--- src/rtl/rxf_pkg.sv ---
package rxf_pkg;

  localparam int ADDR_BYTES = 6;
  localparam int ADDR_W     = ADDR_BYTES * 8;
  localparam int CRC_W      = 32;
  localparam int HASH_IDX_W = 6;
  localparam int HASH_SIZE  = 1 << HASH_IDX_W;
  localparam logic [CRC_W-1:0] CRC_POLY   = 32'h04C1_1DB7;
  localparam logic [CRC_W-1:0] CRC_PRESET = '1;

  localparam int OFS_CTRL    = 0;
  localparam int OFS_STA_LO  = 1;
  localparam int OFS_STA_HI  = 2;
  localparam int OFS_HASH_LO = 3;
  localparam int OFS_HASH_HI = 4;

  localparam int CTL_RXEN  = 0;
  localparam int CTL_PROM  = 1;
  localparam int CTL_ALLG  = 2;
  localparam int CTL_HASHE = 3;

  typedef struct packed {
    logic                 rx_en;
    logic                 promisc;
    logic                 all_group;
    logic                 hash_en;
    logic [ADDR_W-1:0]    station;
    logic [HASH_SIZE-1:0] table_bits;
  } rxf_cfg_t;

  // One byte of the address CRC, bits taken least significant first.
  function automatic logic [CRC_W-1:0] crc_byte(input logic [CRC_W-1:0] c,
                                                input logic [7:0] d);
    logic [CRC_W-1:0] r;
    logic fb;
    r = c;
    for (int b = 0; b < 8; b++) begin
      fb = r[CRC_W-1] ^ d[b];
      r  = {r[CRC_W-2:0], 1'b0};
      if (fb) r = r ^ CRC_POLY;
    end
    return r;
  endfunction

endpackage

--- src/rtl/rxf_cfg_regs.sv ---
module rxf_cfg_regs
  import rxf_pkg::*;
#(
  parameter int CFG_AW = 3,
  parameter int CFG_DW = 32
) (
  input  logic              clk,
  input  logic              rst,
  input  logic              we,
  input  logic [CFG_AW-1:0] addr,
  input  logic [CFG_DW-1:0] wdata,
  output rxf_cfg_t          cfg
);

  localparam int HI_BYTES = ADDR_BYTES - 4;
  localparam int HI_W     = HI_BYTES * 8;

  logic [3:0]        ctrl_q;
  logic [31:0]       sta_lo_q;
  logic [HI_W-1:0]   sta_hi_q;
  logic [31:0]       hash_lo_q;
  logic [31:0]       hash_hi_q;

  always_ff @(posedge clk) begin
    if (rst) begin
      ctrl_q    <= '0;
      sta_lo_q  <= '0;
      sta_hi_q  <= '0;
      hash_lo_q <= '0;
      hash_hi_q <= '0;
    end else if (we) begin
      case (int'(addr))
        OFS_CTRL:    ctrl_q    <= wdata[3:0];
        OFS_STA_LO:  sta_lo_q  <= wdata[31:0];
        OFS_STA_HI:  sta_hi_q  <= wdata[HI_W-1:0];
        OFS_HASH_LO: hash_lo_q <= wdata[31:0];
        OFS_HASH_HI: hash_hi_q <= wdata[31:0];
        default: ;
      endcase
    end
  end

  always_comb begin
    cfg.rx_en      = ctrl_q[CTL_RXEN];
    cfg.promisc    = ctrl_q[CTL_PROM];
    cfg.all_group  = ctrl_q[CTL_ALLG];
    cfg.hash_en    = ctrl_q[CTL_HASHE];
    cfg.station    = {sta_hi_q, sta_lo_q};
    cfg.table_bits = {hash_hi_q, hash_lo_q};
  end

  AST_CTRL_WRITE: assert property (@(posedge clk) disable iff (rst)
    (we && int'(addr) == OFS_CTRL) |=> (cfg.rx_en == $past(wdata[CTL_RXEN]) &&
                                         cfg.promisc == $past(wdata[CTL_PROM])))
    else $error("control write not applied");

  AST_UNUSED_OFS: assert property (@(posedge clk) disable iff (rst)
    (we && int'(addr) > OFS_HASH_HI) |=> $stable(cfg))
    else $error("unused offset changed settings");

endmodule

--- src/rtl/rxf_addr_track.sv ---
module rxf_addr_track
  import rxf_pkg::*;
#(
  parameter int DATA_W = 8
) (
  input  logic              clk,
  input  logic              rst,
  input  logic              in_valid,
  input  logic              in_sof,
  input  logic [DATA_W-1:0] in_data,
  output logic              sof_beat,
  output logic              fin,
  output logic [ADDR_W-1:0] addr_full,
  output logic [CRC_W-1:0]  crc_full
);

  localparam int CNT_W = $clog2(ADDR_BYTES + 1);
  localparam logic [CNT_W-1:0] IDLE = CNT_W'(ADDR_BYTES);
  localparam logic [CNT_W-1:0] LAST = CNT_W'(ADDR_BYTES - 1);

  logic [CNT_W-1:0] cnt_q;
  logic [CNT_W-1:0] pos;
  logic             take;
  logic [CRC_W-1:0] crc_q;
  logic [CRC_W-1:0] crc_nxt;
  logic [7:0]       byte_q [ADDR_BYTES];

  assign sof_beat = in_valid & in_sof;
  assign pos      = sof_beat ? '0 : cnt_q;
  assign take     = in_valid && (pos < IDLE);
  assign fin      = take && (pos == LAST);
  assign crc_nxt  = crc_byte(sof_beat ? CRC_PRESET : crc_q, in_data[7:0]);
  assign crc_full = crc_nxt;

  always_ff @(posedge clk) begin
    if (rst) begin
      cnt_q <= IDLE;
      crc_q <= CRC_PRESET;
    end else if (take) begin
      cnt_q <= pos + 1'b1;
      crc_q <= crc_nxt;
    end
  end

  for (genvar i = 0; i < ADDR_BYTES; i++) begin : g_byte
    always_ff @(posedge clk) begin
      if (rst) byte_q[i] <= '0;
      else if (take && pos == CNT_W'(i)) byte_q[i] <= in_data[7:0];
    end
    // The last byte is taken straight from the input so the decision needs no extra cycle.
    assign addr_full[i*8 +: 8] = (take && pos == CNT_W'(i)) ? in_data[7:0] : byte_q[i];
  end

  AST_CNT_BOUND: assert property (@(posedge clk) disable iff (rst)
    cnt_q <= IDLE)
    else $error("byte counter out of range");

  AST_SINGLE_FIN: assert property (@(posedge clk) disable iff (rst)
    fin |=> !fin)
    else $error("two completions back to back");

  AST_IDLE_NO_COUNT: assert property (@(posedge clk) disable iff (rst)
    !in_valid |=> $stable(cnt_q))
    else $error("counter moved without a beat");

endmodule

--- src/rtl/rxf_decide.sv ---
module rxf_decide
  import rxf_pkg::*;
(
  input  logic              clk,
  input  logic              rst,
  input  rxf_cfg_t          cfg,
  input  logic              sof_beat,
  input  logic              fin,
  input  logic [ADDR_W-1:0] addr_full,
  input  logic [CRC_W-1:0]  crc_full,
  output logic              done,
  output logic              accept
);

  logic [HASH_IDX_W-1:0] idx;
  logic is_group, is_bcast, is_station, hash_hit, verdict;

  assign idx        = crc_full[CRC_W-1 -: HASH_IDX_W];
  assign is_group   = addr_full[0];
  assign is_bcast   = &addr_full;
  assign is_station = (addr_full == cfg.station);
  assign hash_hit   = cfg.hash_en & cfg.table_bits[idx];
  assign verdict    = cfg.rx_en &
                      (cfg.promisc | is_station | is_bcast |
                       (is_group & (cfg.all_group | hash_hit)));

  always_ff @(posedge clk) begin
    if (rst) begin
      done   <= 1'b0;
      accept <= 1'b0;
    end else if (fin) begin
      done   <= 1'b1;
      accept <= verdict;
    end else if (sof_beat) begin
      done   <= 1'b0;
      accept <= 1'b0;
    end
  end

  AST_ACC_NEEDS_DONE: assert property (@(posedge clk) disable iff (rst)
    accept |-> done)
    else $error("accept without done");

  AST_DONE_HOLD: assert property (@(posedge clk) disable iff (rst)
    (done && !sof_beat && !fin) |=> (done && $stable(accept)))
    else $error("decision not held");

  AST_SOF_CLEARS: assert property (@(posedge clk) disable iff (rst)
    (sof_beat && !fin) |=> !done)
    else $error("start of frame did not clear decision");

  AST_RX_OFF_REJECT: assert property (@(posedge clk) disable iff (rst)
    (fin && !cfg.rx_en) |=> !accept)
    else $error("accepted with receiver off");

  AST_PROMISC_ACCEPT: assert property (@(posedge clk) disable iff (rst)
    (fin && cfg.rx_en && cfg.promisc) |=> accept)
    else $error("promiscuous frame rejected");

  AST_BCAST_ACCEPT: assert property (@(posedge clk) disable iff (rst)
    (fin && cfg.rx_en && (&addr_full)) |=> accept)
    else $error("broadcast rejected");

endmodule

--- src/rtl/rx_dest_filter.sv ---
module rx_dest_filter
  import rxf_pkg::*;
#(
  parameter int CFG_AW = 3,
  parameter int CFG_DW = 32
) (
  input  logic              clk,
  input  logic              rst,
  input  logic              cfg_we,
  input  logic [CFG_AW-1:0] cfg_addr,
  input  logic [CFG_DW-1:0] cfg_wdata,
  input  logic              rx_valid,
  input  logic              rx_sof,
  input  logic [7:0]        rx_data,
  output logic              flt_done,
  output logic              flt_accept
);

  rxf_cfg_t          cfg;
  logic              sof_beat;
  logic              fin;
  logic [ADDR_W-1:0] addr_full;
  logic [CRC_W-1:0]  crc_full;

  rxf_cfg_regs #(.CFG_AW(CFG_AW), .CFG_DW(CFG_DW)) u_regs (
    .clk   (clk),
    .rst   (rst),
    .we    (cfg_we),
    .addr  (cfg_addr),
    .wdata (cfg_wdata),
    .cfg   (cfg)
  );

  rxf_addr_track #(.DATA_W(8)) u_track (
    .clk       (clk),
    .rst       (rst),
    .in_valid  (rx_valid),
    .in_sof    (rx_sof),
    .in_data   (rx_data),
    .sof_beat  (sof_beat),
    .fin       (fin),
    .addr_full (addr_full),
    .crc_full  (crc_full)
  );

  rxf_decide u_decide (
    .clk       (clk),
    .rst       (rst),
    .cfg       (cfg),
    .sof_beat  (sof_beat),
    .fin       (fin),
    .addr_full (addr_full),
    .crc_full  (crc_full),
    .done      (flt_done),
    .accept    (flt_accept)
  );

endmodule

--- config.mk ---
export PLATFORM = sky130hd
export DESIGN_NAME = rx_dest_filter
export DESIGN_NICKNAME = d
export VERILOG_FILES = /design/src/rtl/rxf_pkg.sv /design/src/rtl/rxf_cfg_regs.sv /design/src/rtl/rxf_addr_track.sv /design/src/rtl/rxf_decide.sv /design/src/rtl/rx_dest_filter.sv
export SDC_FILE = /design/constraint.sdc
export NUM_CORES = 1
export LEC_CHECK = 0
export ABC_AREA = 1
export CAP_MARGIN = 20
export CORE_MARGIN = 2
export CORE_UTILIZATION = 35
export CTS_CLUSTER_DIAMETER = 30
export DETAILED_ROUTE_END_ITERATION = 12
export DONT_BUFFER_PORTS = 1
export SETUP_SLACK_MARGIN = 0.15
export SLEW_MARGIN = 20
export SYNTH_ARGS = -nofsm -noshare
export SYNTH_HDL_FRONTEND = slang
export SYNTH_SLANG_ARGS = --single-unit
--- constraint.sdc ---
create_clock -name clk -period 4.1 [get_ports clk]
set_clock_uncertainty 0.2 [all_clocks]
set_input_delay 0.82 -clock clk [delete_from_list [all_inputs] [get_ports clk]]
set_output_delay 0.82 -clock clk [all_outputs]
set_load 0.02 [all_outputs]
[Word-level counts from Yosys, hierarchy flattened]
Memory sizes are Yosys's and may differ from the RTL's.
Index checks and enable logic that the tools add are counted.
Operators by class
  order comparisons: 2
  muxes and demuxes: 47
  reduce and logical (&&, ||, !) cells: 16
  add/subtract/negate cells: 1
  bitwise gates (word level): 30
  equality and inequality tests: 10
Operators with widths (number)
  27-bit two-way mux: 8
  14-bit NOT: 8
  8-bit two-way mux: 12
  48-bit == test: 1
  48-bit AND reduction: 1
  32-bit two-way mux: 1
  1-bit two-way mux: 24
  3-bit by 2-bit == test with 1-bit output (second input constant): 4
  1-bit OR: 10
  2-bit AND reduction: 5
  3-bit == test (second input constant): 3
  1-bit XOR: 8
  1-bit logical AND: 7
  6-bit by 7-bit < comparator with 1-bit output (second input constant): 1
  1-bit binary-select mux with 6-bit select: 1
  3-bit by 1-bit == test with 1-bit output (second input constant): 2
  3-bit zero test: 2
  1-bit bitwise AND: 4
  3-bit by 1-bit adder with 3-bit output (second input constant): 1
  3-bit < comparator (second input constant): 1
  3-bit two-way mux: 1
  2-bit nonzero test: 1
Word-level totals
  input bits: 48
  output and inout bits: 2
  memories: 1
  register bits: 153
  memory bits (writable): 48
  logic and storage cells: 116
Memory list
  u_track.byte_q: depth 6, width 8, rd ports 6, clocked after memory_dff 0, wr ports 6, RTL line rxf_addr_track.sv:26  | logic [7:0] byte_q [ADDR_BYTES];

[Depth between registers and ports, before layout]
Gate-level depths: netlist of run 1.
  word-level depth: 26
  depth in mapped cells: 24
  gate-level depth less buffers: 22

[Modules after synthesis]
A second synthesis of run 1 with hierarchy kept.
Second synthesis, totals
  cell total of the unflattened synthesis: 1581
  area total of the unflattened synthesis: 11168.2 µm²
Modules (own cells, without submodules)
  rxf_addr_track: cells each 630, sequential area each 2142.1 µm², times used 1, area each 4949.7 µm²
  rxf_cfg_regs: cells each 678, sequential area each 2322.2 µm², times used 1, area each 4642.0 µm²
  rxf_decide: cells each 273, sequential area each 40.0 µm², times used 1, area each 1576.5 µm²

[Least setup slack after synthesis of run 1]
No wires, ideal clock.
  path type: input-to-reg
  start: input port rx_sof
  end: register u_decide.accept
  arrival: 2.641 ns
  buffers on the path: 1
  slack: 1.200 ns
  library setup time: 0.059 ns
  data required time: 3.841 ns
  stages on the path: 18
  cell sequence: nand2_4 -> inv_4 -> nor2_2 -> inv_2 -> ha_1 -> nand2_2 -> buf_2 -> nor2_1 -> a21oi_1 -> xor2_1 -> nand4_1 -> nor2_1 -> nand2_1 -> nor2_1 -> a21oi_1 -> nand2_1 -> nand2_1 -> nand2_1
On the way
  cells in the longest elaborated chain, start to end: 21
Ends and longest elaborated chain
  start, declared: RTL line rx_dest_filter.sv:13  | input logic rx_sof,
  1-bit bitwise AND *: RTL line rxf_addr_track.sv:28  | assign sof_beat = in_valid & in_sof;
  32-bit two-way mux: RTL line rxf_addr_track.sv:32  | assign crc_nxt = crc_byte(sof_beat ? CRC_PRESET : crc_q, in_data[7:0]);
  27-bit two-way mux (3 in series): RTL line rxf_pkg.sv:40  | if (fb) r = r ^ CRC_POLY;
  14-bit NOT (no source line)
  27-bit two-way mux: RTL line rxf_pkg.sv:40
  14-bit NOT (no source line)
  27-bit two-way mux (3 in series): RTL line rxf_pkg.sv:40
  14-bit NOT (no source line)
  27-bit two-way mux: RTL line rxf_pkg.sv:40
  1-bit binary-select mux with 6-bit select: RTL line rxf_decide.sv:22  | assign hash_hit = cfg.hash_en & cfg.table_bits[idx];
  1-bit two-way mux (not written as such): RTL line rxf_decide.sv:22
  1-bit bitwise AND: RTL line rxf_decide.sv:22
  1-bit OR: RTL line rxf_decide.sv:25  | (is_group & (cfg.all_group | hash_hit)));
  1-bit bitwise AND: RTL line rxf_decide.sv:25
  1-bit OR: RTL line rxf_decide.sv:24  | (cfg.promisc | is_station | is_bcast |
  1-bit bitwise AND: RTL line rxf_decide.sv:23  | assign verdict = cfg.rx_en &
  1-bit two-way mux: RTL line rxf_decide.sv:31  | end else if (fin) begin
  end signal, assigned: RTL line rxf_decide.sv:33  | accept <= verdict;
  end, declared: RTL line rxf_decide.sv:12  | output logic accept
Every way passes the cells marked *; elsewhere a longest branch is shown, timed or not. The select of a mux whose other input is x is not followed.
A chain may end at the register's enable or synchronous reset.

[Worst setup path after layout of run 1]
Ends and elaborated chain as after synthesis.

==> results.cfg, run 1 <==
[timing]
setup_violations = 0
postLayoutSetupSlackWorst_ns = 1.03
rsz0062_at_grt = false
fin_crit_sh_pct = 74.8
slew_viol_final = 0
period_minus_slack_ns = 3.07
hold_viol = 0
fmax_mhz = 326
fin_setup_tns_ns = 0
max_slew_margin_pct = 29.8
timing.hold.ws_ns = 0.168
tightest_slew_ns = 1.05

[logic_synthesis]
syn_inst = 1356
synth.distinct_cells = 46
async_reset_ff_share_pct = 0
synth_edf_count = 48
yosys_register_bits = 201
seq_area_frac_synth_pct = 43.7
ys.flop_type = dfxtp_1
synth_nets = 1405
syn_area_per_cell_um2 = 7.61
ys_warn_count = 0
syn-cell-area_um2 = 10300

[clock_network]
cts_hold_buf = 0
cts_buffers = 47
cts_resized = 0
cts.sinks = 201
cts_root_buffer = clkbuf_16
cts_tree = yes
htree_num_levels = 2
clockBufferDepth = 3
clk_pin_slew_ns = 0.05
cts_setup_buffers = 0
clk_latency_ns = 0.54

[layout]
diodes = 0
drive_above_1_share_pct = 13.1
fin_nets = 1406
stdcell_area_um2 = 12400
finalNonFillerCells = 1780
final_core_utilization_pct = 43.0
syn_to_final_growth_pct = 20.3

[placed_design]
preCtsSetupSlack_ns = 0.484
dp_cells = 1692
port_buffers = 0
dpl.hpwl_um = 20900
gp_congestion = 0.854
placed_area_um2 = 10700

[setup_path]
crit_path_end_kind = register
path_delay_family = simple AND/OR/NAND/NOR gates
cp_data_required_time_ns = 4.32
path_depth = 23
r2r-start = u_track.cnt_q[2]$_SDFFE_PP1P_
critPathMaxStageDelay_ns = 0.34
cp_max_fo = 35
cp_slowest_cell = nand2_4
arrival_ns = 3.29
crit_end = u_decide.accept$_SDFFE_PP0P_
timing.critical_path.mode_cell = nand2_1
crit_chain = nand2_4, buf_4, nand2_1, nand2_1, nand2_4, nand2_2, nand2_4, inv_4, nand2_4, nand2_4, inv_1, nand2_1, nand3_1, nand3_1, nand3_1, nand3_1, nand3_1, nand3_1, nand2_1, nand2_1, nand2_1, nand2_1, nand2_1
rrSetupSlack_ns = 1.06
startpoint_type = input port
reg2reg_to = u_decide.accept$_SDFFE_PP0P_
critPathKind = input port to register
crit_start = rx_sof
crit_buf_inv = 3
rr_worst_depth = 17

[floorplanning]
die_h_um = 176
die_width_um = 176
rows = 62
io_pins = 50
design.die.area_um2 = 30900
fp.coreArea_um2 = 28900
start_util_pct = 35.7

[pwr]
finalPower_mw = 7.27
powerDensity_nw_per_um2 = 586
irDropWorstVdd_mv = 0.318
power.leakage_nw = 5.04

[hold_path]
hold_depth = 1
hp-class = input port to register

[run]
drv_cap = 0

[route]
drcViolationCount = 0
vias = 8983
drt_iter0_drc = 704
first_pass_iters = 5
routedWlPerCell_um = 17.0
viasPerCell = 5.05
ant_nets = 0
routed_wl_um = 30200

[outcome]
outcome = complete, no violations

[grt]
grt_pass1_vias = 8559
grt_pass1_wl_um = 47500
grt_max_degree = 81
grt.total_usage_pct = 19.5
antenna_found_initial = 0
overflow = 0
==> registers in the layout, indices dropped and copies added, names as in the netlist <==
name and count:
u_regs.hash_lo_q 32, u_decide.accept 1, u_regs.hash_hi_q 32, u_track.byte_q 48, u_track.cnt_q 3, u_regs.sta_hi_q 16, u_regs.sta_lo_q 32, u_regs.ctrl_q 4
u_track.crc_q 32, u_decide.done 1
==> worst min path at each step <==
stage,start,endpoint,slack (ns)
after floorplan,u_regs.hash_lo_q[0]$_SDFFE_PP0P_,u_regs.hash_lo_q[0]$_SDFFE_PP0P_,0.22
after global placement,u_regs.hash_lo_q[5]$_SDFFE_PP0P_,u_regs.hash_lo_q[5]$_SDFFE_PP0P_,0.23
after detailed placement,u_regs.hash_lo_q[3]$_SDFFE_PP0P_,u_regs.hash_lo_q[3]$_SDFFE_PP0P_,0.24
after CTS,rst,u_decide.done$_SDFFE_PP0P_,0.14
after global routing,rst,u_decide.done$_SDFFE_PP0P_,0.15
final,rst,u_decide.done$_SDFFE_PP0P_,0.17
==> area by class of cell <==
class	count	area, µm²
inverters	118	452
flip-flops and latches	201	4500
well taps	384	480
repair buffers	26	208
clock buffers	60	1390
clock inverters	28	330
multi-input cells	963	5040
fillers	2867	16500
==> cell families (layout without fill, tap and decap cells) <==
family / after synthesis / in the layout / synth area share (%)
buffers and inverters: 192 / 232 / 7.58
XOR/XNOR: 90 / 90 / 8.26
adder cells (fa/ha/maj): 1 / 1 / 0.121
flip-flops: 201 / 201 / 43.7
AND/OR/NAND/NOR: 584 / 584 / 25.9
AO/OA/AOI/OAI: 288 / 288 / 14.5
==> synth_stat cells, types with 2 or more instances <==
cell type | instances | area [µm²]
nor2_2 | 2 | 12.5
or2_1 | 2 | 12.5
nand3_2 | 11 | 110
inv_1 | 104 | 390
nand2_1 | 165 | 619
nor2_1 | 230 | 863
nand3_4 | 2 | 35.0
nand3_1 | 104 | 521
buf_6 | 4 | 45.0
xor2_1 | 66 | 578
edfxtp_1 | 48 | 1440
xnor2_1 | 20 | 175
nor2_4 | 2 | 22.5
buf_4 | 3 | 22.5
clkbuf_1 | 56 | 210
o21ai_0 | 164 | 821
dfxtp_1 | 153 | 3060
a21oi_2 | 3 | 26.3
or2_2 | 5 | 31.3
inv_2 | 10 | 37.5
buf_2 | 10 | 50.1
inv_4 | 3 | 18.8
a21oi_1 | 104 | 521
o211ai_1 | 4 | 30.0
o21ai_1 | 7 | 35.0
nor4_1 | 12 | 75.1
o21a_1 | 2 | 15.0
nand2_2 | 12 | 75.1
nand4_1 | 10 | 62.6
xor2_4 | 2 | 55.1
nand3b_1 | 2 | 15.0
nor3_1 | 10 | 50.1
nand2_4 | 11 | 124
==> placed cells by master, fill, tap and decap left out, drive strengths merged, types with 6 or more instances in the layout <==
cell type	instances
edfxtp	48
a21oi	108
buf	26
inv	120
nor4	12
nand2	189
nor2	234
o21ai	171
or2	7
clkbuf	60
nand3	117
nor3	10
dfxtp	153
xor2	68
clkinvlp	6
xnor2	22
clkinv	15
nand4	10
==> power by group <==
part / internal [mW] / leakage (nW) / switching, mW / total [mW]
clock network: 2.73 / 0.833 / 1.25 / 3.97
registers: 2.14 / 1.75 / 0.0575 / 2.20
logic: 0.366 / 2.46 / 0.727 / 1.09
==> worst register-to-register path: stages (launching register included) <==
cell and delay, ns:
dfxtp_1 0.32, inv_1 0.06, nor2_2 0.28, inv_2 0.09, ha_1 0.24, nand2_2 0.28, nor2_1 0.08, a21oi_1 0.44
nand2_1 0.11, a21oi_1 0.15, nand3_1 0.08, nor2_1 0.10, nand2_1 0.09, nor2_1 0.20, a21oi_1 0.11, nand2_1 0.07
nand2_1 0.04, nand2_1 0.05
==> layer usage <==
layer,vias up,share of wire [%],wire [µm],track usage [%]
met1,4181,46,13800,27.0
li1,4473,-,-,-
met3,59,7.2,2180,4.33
met2,270,45,13500,30.3
met5,-,0,0,0
met4,0,2.2,679,6.27
Power figures use the tool's default switching activity.
==> inputs of run 2 (changes only) <==
==> constraint.sdc (replaced) <==
create_clock -name clk -period 3 [get_ports clk]
set_clock_uncertainty 0.2 [all_clocks]
set_input_delay 0.6 -clock clk [delete_from_list [all_inputs] [get_ports clk]]
set_output_delay 0.6 -clock clk [all_outputs]
set_load 0.02 [all_outputs]
==> run 2 against run 1 <==
Against the previous run: combinational power rose by 55%; flip-flop and latch count did not move; final cell count rose by 2.8%; register-to-register slack got worse by 0.75 ns; largest cell class unchanged; largest power group unchanged; highest routed layer unchanged.
==> results.cfg, run 2 (synthesis results as in run 1) <==
[outcome]
outcome = complete, no violations

[timing]
rsz0062_at_grt = false
period_minus_slack_ns = 2.69
hold_viol = 0
postLayoutSetupSlackWorst_ns = 0.308
slew_viol_final = 0
setup_violations = 0
tightest_slew_ns = 0.568
fmax_mhz = 371
max_slew_margin_pct = 62.2
fin_crit_sh_pct = 89.7

[route]
viasPerCell = 4.98
wl_met1_um = 13700
first_pass_iters = 5
routedWlPerCell_um = 16.4
drcViolationCount = 0
ant_nets = 0
routed_wl_um = 29900
vias = 9115
drt_iter0_drc = 759
dr_wl_met2_um = 13400
dr_wl_met3_um = 2000
routed.top_layer = met4

[setup_path]
startpoint_type = register
critPathMaxStageDelay_ns = 0.41
crit_path_end_kind = register
critPathKind = register to register
path_delay_family = simple AND/OR/NAND/NOR gates
timing.critical_path.mode_cell = nand2_1
cp_slowest_cell = dfxtp_1
arrival_ns = 2.97
rrSetupSlack_ns = 0.31
cp_data_required_time_ns = 3.28
crit_chain = inv_1, nand2_1, nor2_4, buf_4, o21ai_0, xor2_1, inv_1, nand2_1, nor4_1, buf_4, nand2_1, nor2_1, a21oi_1, nand2_1, nand2_1, nand2_1
cp_max_fo = 5
crit_buf_inv = 4

[layout]
diodes = 0
final_common_cell = nor2_1
syn_to_final_growth_pct = 24.8
largest_reg_flops = 48
drive_above_1_share_pct = 15.1
fin_nets = 1454
layout_common_cells = nor2_1, nand2_1, o21ai_0
fill_cells = 2862
stdcell_area_um2 = 12900
regMostFlops = u_track.byte_q

[run]
drv_cap = 0

[clock_network]
cts.sinks = 201
htree_num_levels = 2
cts_root_buffer = clkbuf_16
clk_latency_ns = 0.55
cts_tree = yes
clk_pin_slew_ns = 0.05
cts_buffers = 49
clockBufferDepth = 3

[placed_design]
port_buffers = 0
dpl.hpwl_um = 20400
placed_area_um2 = 11000
preCtsSetupSlack_ns = -0.176
gp_congestion = 0.850

[floorplanning]
rows = 62
die_width_um = 176
die_h_um = 176
start_util_pct = 35.7
design.die.area_um2 = 30900
fp.coreArea_um2 = 28900
io_pins = 50

[hold_path]
hp-class = input port to register

[grt]
grt_pass1_vias = 8861
grt_pass1_wl_um = 48200
overflow = 0
grt_max_degree = 112
antenna_found_initial = 0
grt.total_usage_pct = 19.7

[pwr]
finalPower_mw = 9.98
power.leakage_nw = 5.31
irDropWorstVdd_mv = 0.405
powerDensity_nw_per_um2 = 775
-- run 2: cell types whose count changed in the layout (fill, tap and decap cells not counted), moves of 3 or more --
cell | previous run | this run
buf_4 | 25 | 50
dlygate4sd3_1 | 0 | 14
buf_12 | 1 | 8
clkinv_2 | 7 | 11
clkinv_4 | 7 | 3
clkbuf_1 | 2 | 5
inv_4 | 4 | 7
-- run 2: stage by stage --
stage	setup TNS (ns)	util (%)	hold slack, ns	instances
2_1_floorplan	0	-	0.224	1356
3_3_place_gp	-0.204	38.1	0.232	1722
3_5_place_dp	-0.176	38.1	0.236	1722
4_1_cts	0	44.5	0.00117	1828
5_1_grt	0	44.6	0.0116	1829
6_report	0	44.6	0.0149	1829
-- run 2: cell type report --
type	instances	area (µm²)	share of cell area [%]
inverters	118	452	3.51
well taps	384	480	3.73
clock buffers	61	1360	10.6
repair buffers	72	676	5.25
flip-flops and latches	201	4500	35.0
clock inverters	30	327	2.54
multi-input cells	963	5070	39.4
-- run 2: final timing paths --
kind                            depth (start not counted)                           endpoint                         startpoint
worst max-delay path                                   16       u_decide.accept$_SDFFE_PP0P_      u_track.cnt_q[1]$_SDFFE_PP1P_
worst min-delay path                                    2   u_regs.sta_lo_q[28]$_SDFFE_PP0P_                      cfg_wdata[28]
worst max register to register                         16       u_decide.accept$_SDFFE_PP0P_      u_track.cnt_q[1]$_SDFFE_PP1P_
worst min register to register                          2  u_regs.hash_lo_q[28]$_SDFFE_PP0P_  u_regs.hash_lo_q[28]$_SDFFE_PP0P_
-- run 2: per-layer routing --
| layer | up-vias | GRT usage, % |
|---|---|---|
| met1 | 4205 | 26.9 |
| met3 | 60 | 4.39 |
| met4 | 0 | 6.92 |
| li1 | 4567 | - |
| met2 | 283 | 30.5 |
| met5 | - | 0 |
-- run 2: repair_timing --
| action | 4_1_cts | 5_1_grt |
|---|---|---|
| hold buffers | 15 | 0 |
| setup buffers | 0 | 1 |
| resized for setup | 1 | 8 |
| cloned | 0 | 0 |
| setup endpoints to repair | 1 | 1 |
| pin swaps | 0 | 1 |
| endpoints found under the hold margin | 45 | 0 |
-- run 2: worst reg2reg max path, stage by stage (launching register included) --
cell and delay (ns):
dfxtp_1 0.41, inv_1 0.12, nand2_1 0.14, nor2_4 0.07, buf_4 0.16, o21ai_0 0.35, xor2_1 0.12, inv_1 0.07
nand2_1 0.05, nor4_1 0.28, buf_4 0.16, nand2_1 0.04, nor2_1 0.19, a21oi_1 0.10, nand2_1 0.07, nand2_1 0.05
nand2_1 0.06
-- run 2: power by group --
group / leakage, nW / internal [mW] / switching, mW
clock network: 0.827 / 3.58 / 1.70
registers: 1.75 / 2.93 / 0.0756
logic: 2.73 / 0.639 / 1.05
==> inputs of run 3 (changes only) <==
--- a/config.mk
+++ b/config.mk
@@ -5,13 +5,13 @@
 export SDC_FILE = /design/constraint.sdc
 export NUM_CORES = 1
 export LEC_CHECK = 0
-export ABC_AREA = 1
 export CAP_MARGIN = 20
 export CORE_MARGIN = 2
 export CORE_UTILIZATION = 35
 export CTS_CLUSTER_DIAMETER = 30
 export DETAILED_ROUTE_END_ITERATION = 12
 export DONT_BUFFER_PORTS = 1
+export GPL_ROUTABILITY_DRIVEN = 1
 export SETUP_SLACK_MARGIN = 0.15
 export SLEW_MARGIN = 20
 export SYNTH_ARGS = -nofsm -noshare
==> run 3 against run 2 <==
Against the previous run: via count fell by 5.7%; global-route usage rose by 0.47 points; sequential power barely moved; synthesized cell count fell by 12%; clock power barely moved; power rose by 8.1%; maximum frequency fell by 6.0%; design area rose by 2.2%; utilization barely moved; largest cell class unchanged; largest power group unchanged.
==> results.cfg, run 3 <==
[placed_design]
dpl.hpwl_um = 20600
port_buffers = 0
gp_congestion = 0.895
placed_area_um2 = 11100

[setup_path]
path_delay_family = compound AO/OA/AOI/OAI gates
crit_chain = xnor3_1, a21o_1, o211ai_1, and2_4, buf_12, mux4_2, o2111ai_2, o2111a_1, o41ai_2
rrSetupSlack_ns = 0.13
path_depth = 9
critPathMaxStageDelay_ns = 0.51
arrival_ns = 3.06
crit_path_end_kind = register
r2r-start = u_track.crc_q[18]$_SDFFE_PP1P_
startpoint_type = register
crit_buf_inv = 1
cp_data_required_time_ns = 3.19
rr_worst_depth = 9
critPathKind = register to register
cp_slowest_cell = mux4_2
reg2reg_to = u_decide.accept$_SDFFE_PP0P_
cp_max_fo = 6

[hold_path]
hold_end = u_regs.hash_lo_q[7]$_SDFFE_PP0P_
hold_depth = 2
hp-class = input port to register
hold_start = cfg_wdata[7]

[logic_synthesis]
async_reset_ff_share_pct = 0
yosys_register_bits = 201
syn-cell-area_um2 = 10400
synth_area_leaders = dfxtp_1, edfxtp_1, xnor2_1, nand2_1, mux2i_1
synth_edf_count = 48
ys.flop_type = dfxtp_1
synth_most_common_cell = nand2_1
seq_area_frac_synth_pct = 43.1
synth.distinct_cells = 60
synth_nets = 1242
synth_top_cell_area_share_pct = 29.3
syn_inst = 1193
syn_area_per_cell_um2 = 8.76
ys_warn_count = 0
synth_common_cells = nand2_1, dfxtp_1, a21oi_1, xnor2_1
synth_top_area_cell = dfxtp_1

[clock_network]
cts_buffers = 45
cts_tree = yes
cts.sinks = 201
cts_root_buffer = clkbuf_16
clk_pin_slew_ns = 0.05
clk_latency_ns = 0.52
clockBufferDepth = 3
htree_num_levels = 2

[floorplanning]
start_util_pct = 35.4
io_pins = 50
fp.coreArea_um2 = 29500
die_width_um = 177
rows = 63
design.die.area_um2 = 31300
die_h_um = 177

[pwr]
irDropWorstVdd_mv = 0.386
powerDensity_nw_per_um2 = 820
power.leakage_nw = 5.05

[timing]
fin_crit_sh_pct = 95.5
fmax_mhz = 349
slew_viol_final = 0
rsz0062_at_grt = true
setup_violations = 0
period_minus_slack_ns = 2.87
timing.hold.ws_ns = 0.00767
max_slew_margin_pct = 49.9
tightest_slew_ns = 0.746
hold_viol = 0

[route]
routed_wl_um = 31500
vias = 8594
routedWlPerCell_um = 18.9
ant_nets = 0
first_pass_iters = 5
drcViolationCount = 0
drt_iter0_drc = 576
viasPerCell = 5.16

[layout]
drive_above_1_share_pct = 15.4
final_common_cell = nand2_1
largest_reg_flops = 48
stdcell_area_um2 = 13200
regMostFlops = u_track.byte_q
layout_common_cells = nand2_1, dfxtp_1, a21oi_1
syn_to_final_growth_pct = 25.9
fin_nets = 1290
final_core_utilization_pct = 44.6
diodes = 0

[grt]
grt_max_degree = 93
grt_pass1_vias = 8533
grt_pass1_wl_um = 48700
antenna_found_initial = 0
overflow = 0
grt.total_usage_pct = 20.1

[outcome]
outcome = complete, no violations

[run]
drv_cap = 0
-- run 3: cell types whose count changed after synthesis, moves of 23 or more --
cell	delta
xor2_1	-38
nand3_1	-93
mux2i_1	+84
a21oi_1	+23
o21ai_0	-160
inv_1	-101
nand2_1	+86
xnor2_1	+89
and2_1	+39
a211o_1	+33
nor2_1	-146
-- run 3: final cells by class --
cell class / count / area [µm²]
timing repair buffer: 92 / 866
clock inverter: 23 / 379
clock buffer: 59 / 1260
tap: 390 / 488
inverter: 4 / 15.0
sequential: 201 / 4510
fill: 2868 / 16300
multi-input combinational: 897 / 5640
-- run 3: cell families after synthesis --
kind of cell / Yosys count / share of synthesized area (%)
AO/OA/AOI/OAI: 200 / 11.9
adder cells (fa/ha/maj): 1 / 0.120
flip-flops: 201 / 43.1
AND/OR/NAND/NOR: 465 / 19.6
buffers and inverters: 95 / 3.99
XOR/XNOR: 142 / 12.3
multiplexers: 89 / 8.91
-- run 3: through the flow --
step	TNS [ns]	worst slack [ns]	total power, mW	std cells
after floorplan	0	0.0473	4.60	1193
after global placement	-0.214	-0.214	5.12	1562
after detailed placement	-0.265	-0.265	5.14	1562
after CTS	0	0.153	10.7	1662
after global routing	0	0.0524	11.2	1666
final	0	0.134	10.8	1666
-- run 3: timing repair --
action                                  in CTS  in global routing
endpoints found under the hold margin       92                  0
buffers inserted                             5                  2
gates cloned                                 1                  2
hold buffers                                12                  0
pin swaps                                    7                  8
resized for setup                           10                 10
endpoints found under the setup margin       1                  1
-- run 3: per-layer routing --
metal	GRT usage [%]	wire length, µm	vias to the layer above
li1	-	-	4179
met1	25.3	13600	4138
met2	34.1	15200	237
met3	4.98	2090	40
met4	5.92	552	0
met5	0	0	-
-- run 3: worst max path at each step --
| stage | from | to | slack [ns] |
|---|---|---|---|
| 3_3_place_gp | rx_sof | u_decide.accept$_SDFFE_PP0P_ | -0.21 |
| 4_1_cts | u_track.crc_q[28]$_SDFFE_PP1P_ | u_decide.accept$_SDFFE_PP0P_ | 0.15 |
| 3_5_place_dp | rx_sof | u_decide.accept$_SDFFE_PP0P_ | -0.26 |
| 2_1_floorplan | rx_data[4] | u_decide.accept$_SDFFE_PP0P_ | 0.05 |
| 5_1_grt | u_track.crc_q[18]$_SDFFE_PP1P_ | u_decide.accept$_SDFFE_PP0P_ | 0.05 |
| 6_report | u_track.crc_q[18]$_SDFFE_PP1P_ | u_decide.accept$_SDFFE_PP0P_ | 0.13 |
-- run 3: power breakdown --
group          internal (mW)  total, mW  leakage (nW)  switching (mW)
sequential              2.93       3.03          1.74           0.104
clock                   3.79       5.31         0.800            1.53
combinational           1.23       2.45          2.51            1.21
total                   7.95       10.8          5.05            2.84
